File: config.mk
export PLATFORM = sky130hd
export DESIGN_NAME = spi_mem_cmd_engine
export DESIGN_NICKNAME = d
export VERILOG_FILES = /design/src/rtl/spi_mem_pkg.sv /design/src/rtl/spi_pin_sync.sv /design/src/rtl/spi_rx_byte.sv /design/src/rtl/spi_tx_byte.sv /design/src/rtl/spi_mem_cmd_engine.sv
export SDC_FILE = /design/constraint.sdc
export NUM_CORES = 1
export LEC_CHECK = 0
export BUFFER_PORTS_ARGS = -buffer_cell sky130_fd_sc_hd__clkbuf_2
export CAP_MARGIN = 0
export CORE_MARGIN = 5
export CORE_UTILIZATION = 40
export DETAILED_ROUTE_END_ITERATION = 8
export GPL_ROUTABILITY_DRIVEN = 0
export PLACE_DENSITY = 0.65
export SETUP_SLACK_MARGIN = 0.2
export SLEW_MARGIN = 5
export SYNTH_ARGS = -nofsm -noshare
export SYNTH_HDL_FRONTEND = slang
export SYNTH_SLANG_ARGS = --single-unit
File: constraint.sdc
create_clock -name clk -period 4.4 [get_ports clk]
set_clock_uncertainty 0.15 [all_clocks]
set_input_delay 0.22 -clock clk [delete_from_list [all_inputs] [get_ports clk]]
set_output_delay 0.22 -clock clk [all_outputs]
set_load 0.02 [all_outputs]
File: src/rtl/spi_mem_pkg.sv
package spi_mem_pkg;

    localparam logic [7:0] OP_WEN_SET = 8'h06;
    localparam logic [7:0] OP_WEN_CLR = 8'h04;
    localparam logic [7:0] OP_STAT_RD = 8'h05;
    localparam logic [7:0] OP_STAT_WR = 8'h01;
    localparam logic [7:0] OP_ARR_RD  = 8'h03;
    localparam logic [7:0] OP_ARR_WR  = 8'h02;

    typedef enum logic [2:0] {
        ST_OPCODE,
        ST_ADDR,
        ST_ARR_RD,
        ST_ARR_WR,
        ST_STAT_RD,
        ST_STAT_WR,
        ST_DRAIN
    } eng_state_t;

endpackage

File: src/rtl/spi_pin_sync.sv
// Brings the asynchronous bus pins into the core clock domain and turns
// SCK transitions into single-cycle edge pulses, masked by select and pause.
module spi_pin_sync #(
    parameter int STAGES = 2
) (
    input  logic clk,
    input  logic rst_n,
    input  logic sck,
    input  logic cs_n,
    input  logic hold_n,
    input  logic mosi,
    output logic sel,
    output logic held,
    output logic rise,
    output logic fall,
    output logic mosi_s
);
    // lane order: [0] sck, [1] hold_n, [2] cs_n, [3] mosi
    localparam logic [3:0] LANE_IDLE = 4'b0110;

    logic [3:0] pipe [STAGES];
    logic [3:0] tip;
    logic       sck_q;

    always_ff @(posedge clk or negedge rst_n) begin
        if (!rst_n) begin
            for (int i = 0; i < STAGES; i++) pipe[i] <= LANE_IDLE;
            sck_q <= 1'b0;
        end else begin
            pipe[0] <= {mosi, cs_n, hold_n, sck};
            for (int i = 1; i < STAGES; i++) pipe[i] <= pipe[i-1];
            sck_q <= pipe[STAGES-1][0];
        end
    end

    assign tip    = pipe[STAGES-1];
    assign sel    = ~tip[2];
    assign held   = ~tip[1];
    assign mosi_s = tip[3];
    assign rise   = sel & ~held &  tip[0] & ~sck_q;
    assign fall   = sel & ~held & ~tip[0] &  sck_q;

endmodule

File: src/rtl/spi_rx_byte.sv
// Serial-to-parallel shifter: flags each completed byte for one cycle.
module spi_rx_byte #(
    parameter int W = 8
) (
    input  logic         clk,
    input  logic         rst_n,
    input  logic         clr,
    input  logic         shift,
    input  logic         bit_in,
    output logic         vld,
    output logic [W-1:0] data
);
    localparam int CW = $clog2(W);

    logic [CW-1:0] cnt;

    always_ff @(posedge clk or negedge rst_n) begin
        if (!rst_n) begin
            cnt  <= '0;
            vld  <= 1'b0;
            data <= '0;
        end else if (clr) begin
            cnt <= '0;
            vld <= 1'b0;
        end else begin
            vld <= 1'b0;
            if (shift) begin
                data <= {data[W-2:0], bit_in};
                if (cnt == CW'(W - 1)) begin
                    cnt <= '0;
                    vld <= 1'b1;
                end else begin
                    cnt <= cnt + CW'(1);
                end
            end
        end
    end

endmodule

File: src/rtl/spi_tx_byte.sv
// Parallel-to-serial shifter: a loaded byte is armed, and the following
// falling edge presents its top bit; each later falling edge moves one bit on.
module spi_tx_byte #(
    parameter int W = 8
) (
    input  logic         clk,
    input  logic         rst_n,
    input  logic         clr,
    input  logic         load,
    input  logic [W-1:0] load_data,
    input  logic         shift,
    output logic         so,
    output logic         active
);
    localparam int CW = $clog2(W);

    logic [W-1:0]  out_byte;
    logic [CW-1:0] idx;
    logic          armed;

    always_ff @(posedge clk or negedge rst_n) begin
        if (!rst_n) begin
            out_byte <= '0;
            idx      <= '0;
            armed    <= 1'b0;
            so       <= 1'b0;
            active   <= 1'b0;
        end else if (clr) begin
            armed  <= 1'b0;
            so     <= 1'b0;
            active <= 1'b0;
        end else if (load) begin
            out_byte <= load_data;
            armed    <= 1'b1;
        end else if (shift) begin
            if (armed) begin
                so     <= out_byte[W-1];
                idx    <= CW'(W - 2);
                armed  <= 1'b0;
                active <= 1'b1;
            end else begin
                so  <= out_byte[idx];
                idx <= idx - CW'(1);
            end
        end
    end

endmodule

File: src/rtl/spi_mem_cmd_engine.sv
module spi_mem_cmd_engine
    import spi_mem_pkg::*;
#(
    parameter int ARR_ADDR_W  = 10,
    parameter int ADDR_BYTES  = 2,
    parameter int SYNC_STAGES = 2
) (
    input  logic                  clk,
    input  logic                  rst_n,
    input  logic                  spi_sck,
    input  logic                  spi_cs_n,
    input  logic                  spi_hold_n,
    input  logic                  spi_mosi,
    output logic                  spi_miso,
    output logic                  spi_miso_oe,
    output logic                  wel_set,
    output logic                  wel_clr,
    input  logic [7:0]            stat_rdata,
    output logic                  stat_wr_en,
    output logic [7:0]            stat_wdata,
    output logic [ARR_ADDR_W-1:0] mem_addr,
    output logic                  mem_rd_en,
    input  logic [7:0]            mem_rdata,
    output logic                  mem_wr_en,
    output logic [7:0]            mem_wdata
);
    localparam int BYTE_W = 8;
    localparam int ACW    = (ADDR_BYTES > 1) ? $clog2(ADDR_BYTES) : 1;

    logic              sel, held, rise, fall, mosi_s;
    logic              byte_vld;
    logic [BYTE_W-1:0] rx_byte;
    logic              tx_load, tx_so, tx_active;
    logic [BYTE_W-1:0] tx_data;

    eng_state_t              state_q, state_d;
    logic [ARR_ADDR_W-1:0]   addr_q;
    logic [ARR_ADDR_W-1:0]   addr_sh;
    logic [ARR_ADDR_W-1:0]   addr_next;
    logic [ACW-1:0]          acnt;
    logic                    rd_q;
    logic                    addr_last;

    spi_pin_sync #(.STAGES(SYNC_STAGES)) u_sync (
        .clk    (clk),
        .rst_n  (rst_n),
        .sck    (spi_sck),
        .cs_n   (spi_cs_n),
        .hold_n (spi_hold_n),
        .mosi   (spi_mosi),
        .sel    (sel),
        .held   (held),
        .rise   (rise),
        .fall   (fall),
        .mosi_s (mosi_s)
    );

    spi_rx_byte #(.W(BYTE_W)) u_rx (
        .clk    (clk),
        .rst_n  (rst_n),
        .clr    (~sel),
        .shift  (rise),
        .bit_in (mosi_s),
        .vld    (byte_vld),
        .data   (rx_byte)
    );

    spi_tx_byte #(.W(BYTE_W)) u_tx (
        .clk       (clk),
        .rst_n     (rst_n),
        .clr       (~sel),
        .load      (tx_load),
        .load_data (tx_data),
        .shift     (fall),
        .so        (tx_so),
        .active    (tx_active)
    );

    // address assembled from the bytes so far plus the one just received
    assign addr_next = ARR_ADDR_W'({addr_sh, rx_byte});
    assign addr_last = (acnt == ACW'(ADDR_BYTES - 1));

    // next state
    always_comb begin
        state_d = state_q;
        if (byte_vld) begin
            unique case (state_q)
                ST_OPCODE: begin
                    unique case (rx_byte)
                        OP_ARR_RD, OP_ARR_WR: state_d = ST_ADDR;
                        OP_STAT_RD:           state_d = ST_STAT_RD;
                        OP_STAT_WR:           state_d = ST_STAT_WR;
                        default:              state_d = ST_DRAIN;
                    endcase
                end
                ST_ADDR:    if (addr_last) state_d = rd_q ? ST_ARR_RD : ST_ARR_WR;
                ST_STAT_WR: state_d = ST_DRAIN;
                ST_ARR_RD, ST_ARR_WR, ST_STAT_RD, ST_DRAIN: state_d = state_q;
                default:    state_d = ST_OPCODE;
            endcase
        end
    end

    // state register and transaction context
    always_ff @(posedge clk or negedge rst_n) begin
        if (!rst_n) begin
            state_q <= ST_OPCODE;
            addr_q  <= '0;
            addr_sh <= '0;
            acnt    <= '0;
            rd_q    <= 1'b0;
        end else if (!sel) begin
            state_q <= ST_OPCODE;
            acnt    <= '0;
            rd_q    <= 1'b0;
        end else begin
            state_q <= state_d;
            if (byte_vld) begin
                unique case (state_q)
                    ST_OPCODE: begin
                        rd_q <= (rx_byte == OP_ARR_RD);
                        acnt <= '0;
                    end
                    ST_ADDR: begin
                        addr_sh <= addr_next;
                        acnt    <= acnt + ACW'(1);
                        if (addr_last)
                            addr_q <= rd_q ? addr_next + ARR_ADDR_W'(1) : addr_next;
                    end
                    ST_ARR_RD, ST_ARR_WR: addr_q <= addr_q + ARR_ADDR_W'(1);
                    default: ;
                endcase
            end
        end
    end

    // request strobes, transmit loading and pin outputs
    always_comb begin
        wel_set    = 1'b0;
        wel_clr    = 1'b0;
        stat_wr_en = 1'b0;
        mem_rd_en  = 1'b0;
        mem_wr_en  = 1'b0;
        tx_load    = 1'b0;
        tx_data    = mem_rdata;
        mem_addr   = addr_q;
        mem_wdata  = rx_byte;
        stat_wdata = rx_byte;
        if (byte_vld) begin
            unique case (state_q)
                ST_OPCODE: begin
                    if (rx_byte == OP_WEN_SET) wel_set = 1'b1;
                    if (rx_byte == OP_WEN_CLR) wel_clr = 1'b1;
                    if (rx_byte == OP_STAT_RD) begin
                        tx_load = 1'b1;
                        tx_data = stat_rdata;
                    end
                end
                ST_ADDR: begin
                    if (addr_last && rd_q) begin
                        mem_addr  = addr_next;
                        mem_rd_en = 1'b1;
                        tx_load   = 1'b1;
                    end
                end
                ST_ARR_RD: begin
                    mem_rd_en = 1'b1;
                    tx_load   = 1'b1;
                end
                ST_ARR_WR:  mem_wr_en = 1'b1;
                ST_STAT_RD: begin
                    tx_load = 1'b1;
                    tx_data = stat_rdata;
                end
                ST_STAT_WR: stat_wr_en = 1'b1;
                default: ;
            endcase
        end
        spi_miso    = tx_so;
        spi_miso_oe = tx_active & sel & ~held &
                      ((state_q == ST_ARR_RD) || (state_q == ST_STAT_RD));
    end

endmodule

==> flow_summary.ini <==
[cts]
htreeDepth = 2
post_cts_buffers = 0
cts_made_buffers = 5
hold_buffers = 5
cts_tree = built
clk_pin_slew_worst_paths_ns = 0.11
cts_root_buf = clkbuf_8
post_cts_resized = 0
insertion_delay_ns = 0.32
cts.sinks = 52
clock_path_buffers = 2

[run]
max_cap_violations = 0

[sta]
setup_ws_ns = 1.79
fin_crit_sh_pct = 59.4
final-max-slew-violation-count = 0
grt_setup_unrepaired = no
finalHoldWorstSlack_ns = 0.0960
fin_crit_ns = 2.61
hold_violations = 0
tightest_slew_ns = 0.934
finalSetupViolations = 0
tns_ns = 0
slew_headroom_pct = 37.5
fmax_mhz = 383

[critical_path]
rr_startpoint = u_rx.data[1]
ff2ff_path_depth = 6
crit_fanout = 13
reg2reg_slack_ns = 1.88
critical_path_arrival_ns = 2.24
critical_path_class = reg2out
end_kind = primary output
worstReg2RegEnd = u_tx.out_byte[7]
worstSetupStartpointType = flip-flop
worstPathRequired_ns = 4.03

[synth]
postSynthAreaPerCell_sq_um = 9.98
synthDistinctLibCells = 51
ys.flop_type = dfrtp_1
syn_inst = 299
async_flop_share_pct = 100
synth_edf_count = 0
synth_fp_nets = 329
ys_seq_elements = 52
netlist_area_sq_um = 2990
yosysSeqAreaShare_pct = 43.8
yosysWarnings = 0

[worst_hold_path]
whs_endpoint = u_tx.out_byte[3]
holdPathStages = 3
hold_class = in2reg
hp-start = stat_rdata[3]

[placed_design]
dp.cells = 430
io_buffers = 54
place_ws_ns = 1.90
postPlaceCellArea_sq_um = 3260
hpwlAfterDp_mm = 4.72

[detailed_routing]
drt_first_iter_violations = 106
routed_wl_mm = 6.74
postRouteAntennaNets = 0
wl_per_cell_um = 15.2
via_count = 2318
vias_per_cell = 5.23
drc = 0
drt_pass1_iterations = 4

[finish]
stdcell_area_sq_um = 3410
diodes = 0
fin_cells = 443
fillers = 708
final_util_pct = 47.0
syn_to_final_growth_pct = 14.2
fin_nets = 373
drive_above_1_share_pct = 31.7

[global_routing]
grt_pass1_wl_mm = 11.0
grt_overflow = 0
grtUsageTotal_pct = 15.3
grt_pass1_vias = 2175
grt_max_degree = 53
antenna_found_initial = 0

[power]
max-vdd-ir-drop_v = 0.000156
finalPower_mw = 1.13
p_leak_nw = 1.56
p_per_area_nw_per_um2 = 331

[floorplanning]
initial_utilization_pct = 41.2
die_y_um = 96.4
rows = 31
ios = 55
die_w_um = 96.4
die_area_sq_um = 9290
core-area_sq_um = 7250

[outcome]
status = complete, no violations
==> synth_stat cells (5+ instances only) <==
cell,number,area [sq um]
a21oi_1,19,95.1
buf_2,5,25.0
buf_4,8,60.1
clkbuf_1,10,37.5
dfrtp_1,48,1200
ha_1,8,100
inv_1,9,33.8
mux2_2,32,360
nand2_1,22,82.6
nand2b_1,8,50.1
nand3_1,11,55.1
nor2_1,19,71.3
nor2b_1,5,31.3
nor3_1,10,50.1
o21ai_0,19,95.1
xor2_1,5,43.8
==> cell type report <==
type,count,area [sq um],area share (%)
clock inverter,3,27.5,0.807
inverter,9,33.8,0.990
tap,99,124,3.63
timing repair buffer,60,328,9.61
multi-input combinational,215,1520,44.6
clock buffer,5,68.8,2.02
sequential,52,1310,38.3
==> logic make-up after synthesis <==
kind of cell	Yosys count	share of synthesized area, %
fa+ha+maj	8	3.35
flops	52	43.8
mux	37	14.6
simple gates	98	17.1
xor+xnor	9	2.64
compound gates	63	13.3
buf+inv	32	5.24
==> critical path: stages, from the launching register on <==
cell and delay [ns]:
dfrtp_1 0.54, nand2_1 0.18, nor3_1 0.16, nand3_1 0.43, mux2_2 0.44, clkbuf_2 0.16
==> layout by cell type, fill, tap and decap left out, types with 4 or more instances in the layout <==
cell type / n
a21oi_1: 19
clkbuf_2: 54
clkbuf_8: 5
dfrtp_1: 48
dfstp_2: 4
dlygate4sd3_1: 5
ha_1: 8
inv_1: 9
mux2_2: 32
nand2_1: 22
nand2b_1: 8
nand3_1: 11
nand4_1: 4
nor2_1: 19
nor2b_1: 5
nor3_1: 10
o21ai_0: 19
o31ai_1: 4
xnor2_1: 4
xor2_1: 5
==> routing by layer <==
| metal | global-route usage, % | routed length (um) |
|---|---|---|
| met5 | 0 | 0 |
| met4 | 3.86 | 74 |
| met3 | 3.56 | 269 |
| met2 | 24.4 | 3260 |
| met1 | 21.0 | 3130 |
==> flip-flops by register name (all words and copies together) (netlist names), 2 cells and up <==
name           flops
addr_q            10
addr_sh            2
state_q            3
u_rx.cnt           3
u_rx.data          8
u_sync.pipe        4
u_sync.tip         4
u_tx.idx           3
u_tx.out_byte      8
==> worst max-delay path by stage <==
stage                        to  slack, ns  cells after the start    startpoint
5_1_grt             spi_miso_oe       1.61                      3    state_q[1]
3_3_place_gp   u_tx.out_byte[3]       1.94                      6  u_rx.data[1]
3_5_place_dp   u_tx.out_byte[6]       1.90                      6  u_rx.data[1]
4_1_cts             spi_miso_oe       1.75                      3    state_q[1]
2_1_floorplan       spi_miso_oe       2.09                      3    state_q[2]
6_report            mem_addr[8]       1.79                      5    state_q[0]
==> where the power goes <==
part,leakage (nW),switching [mW],internal (mW)
Clock,0.0463,0.181,0.117
Combinational,0.825,0.150,0.102
Sequential,0.691,0.0707,0.509
Total,1.56,0.402,0.728
Power figures use the tool's default switching activity.
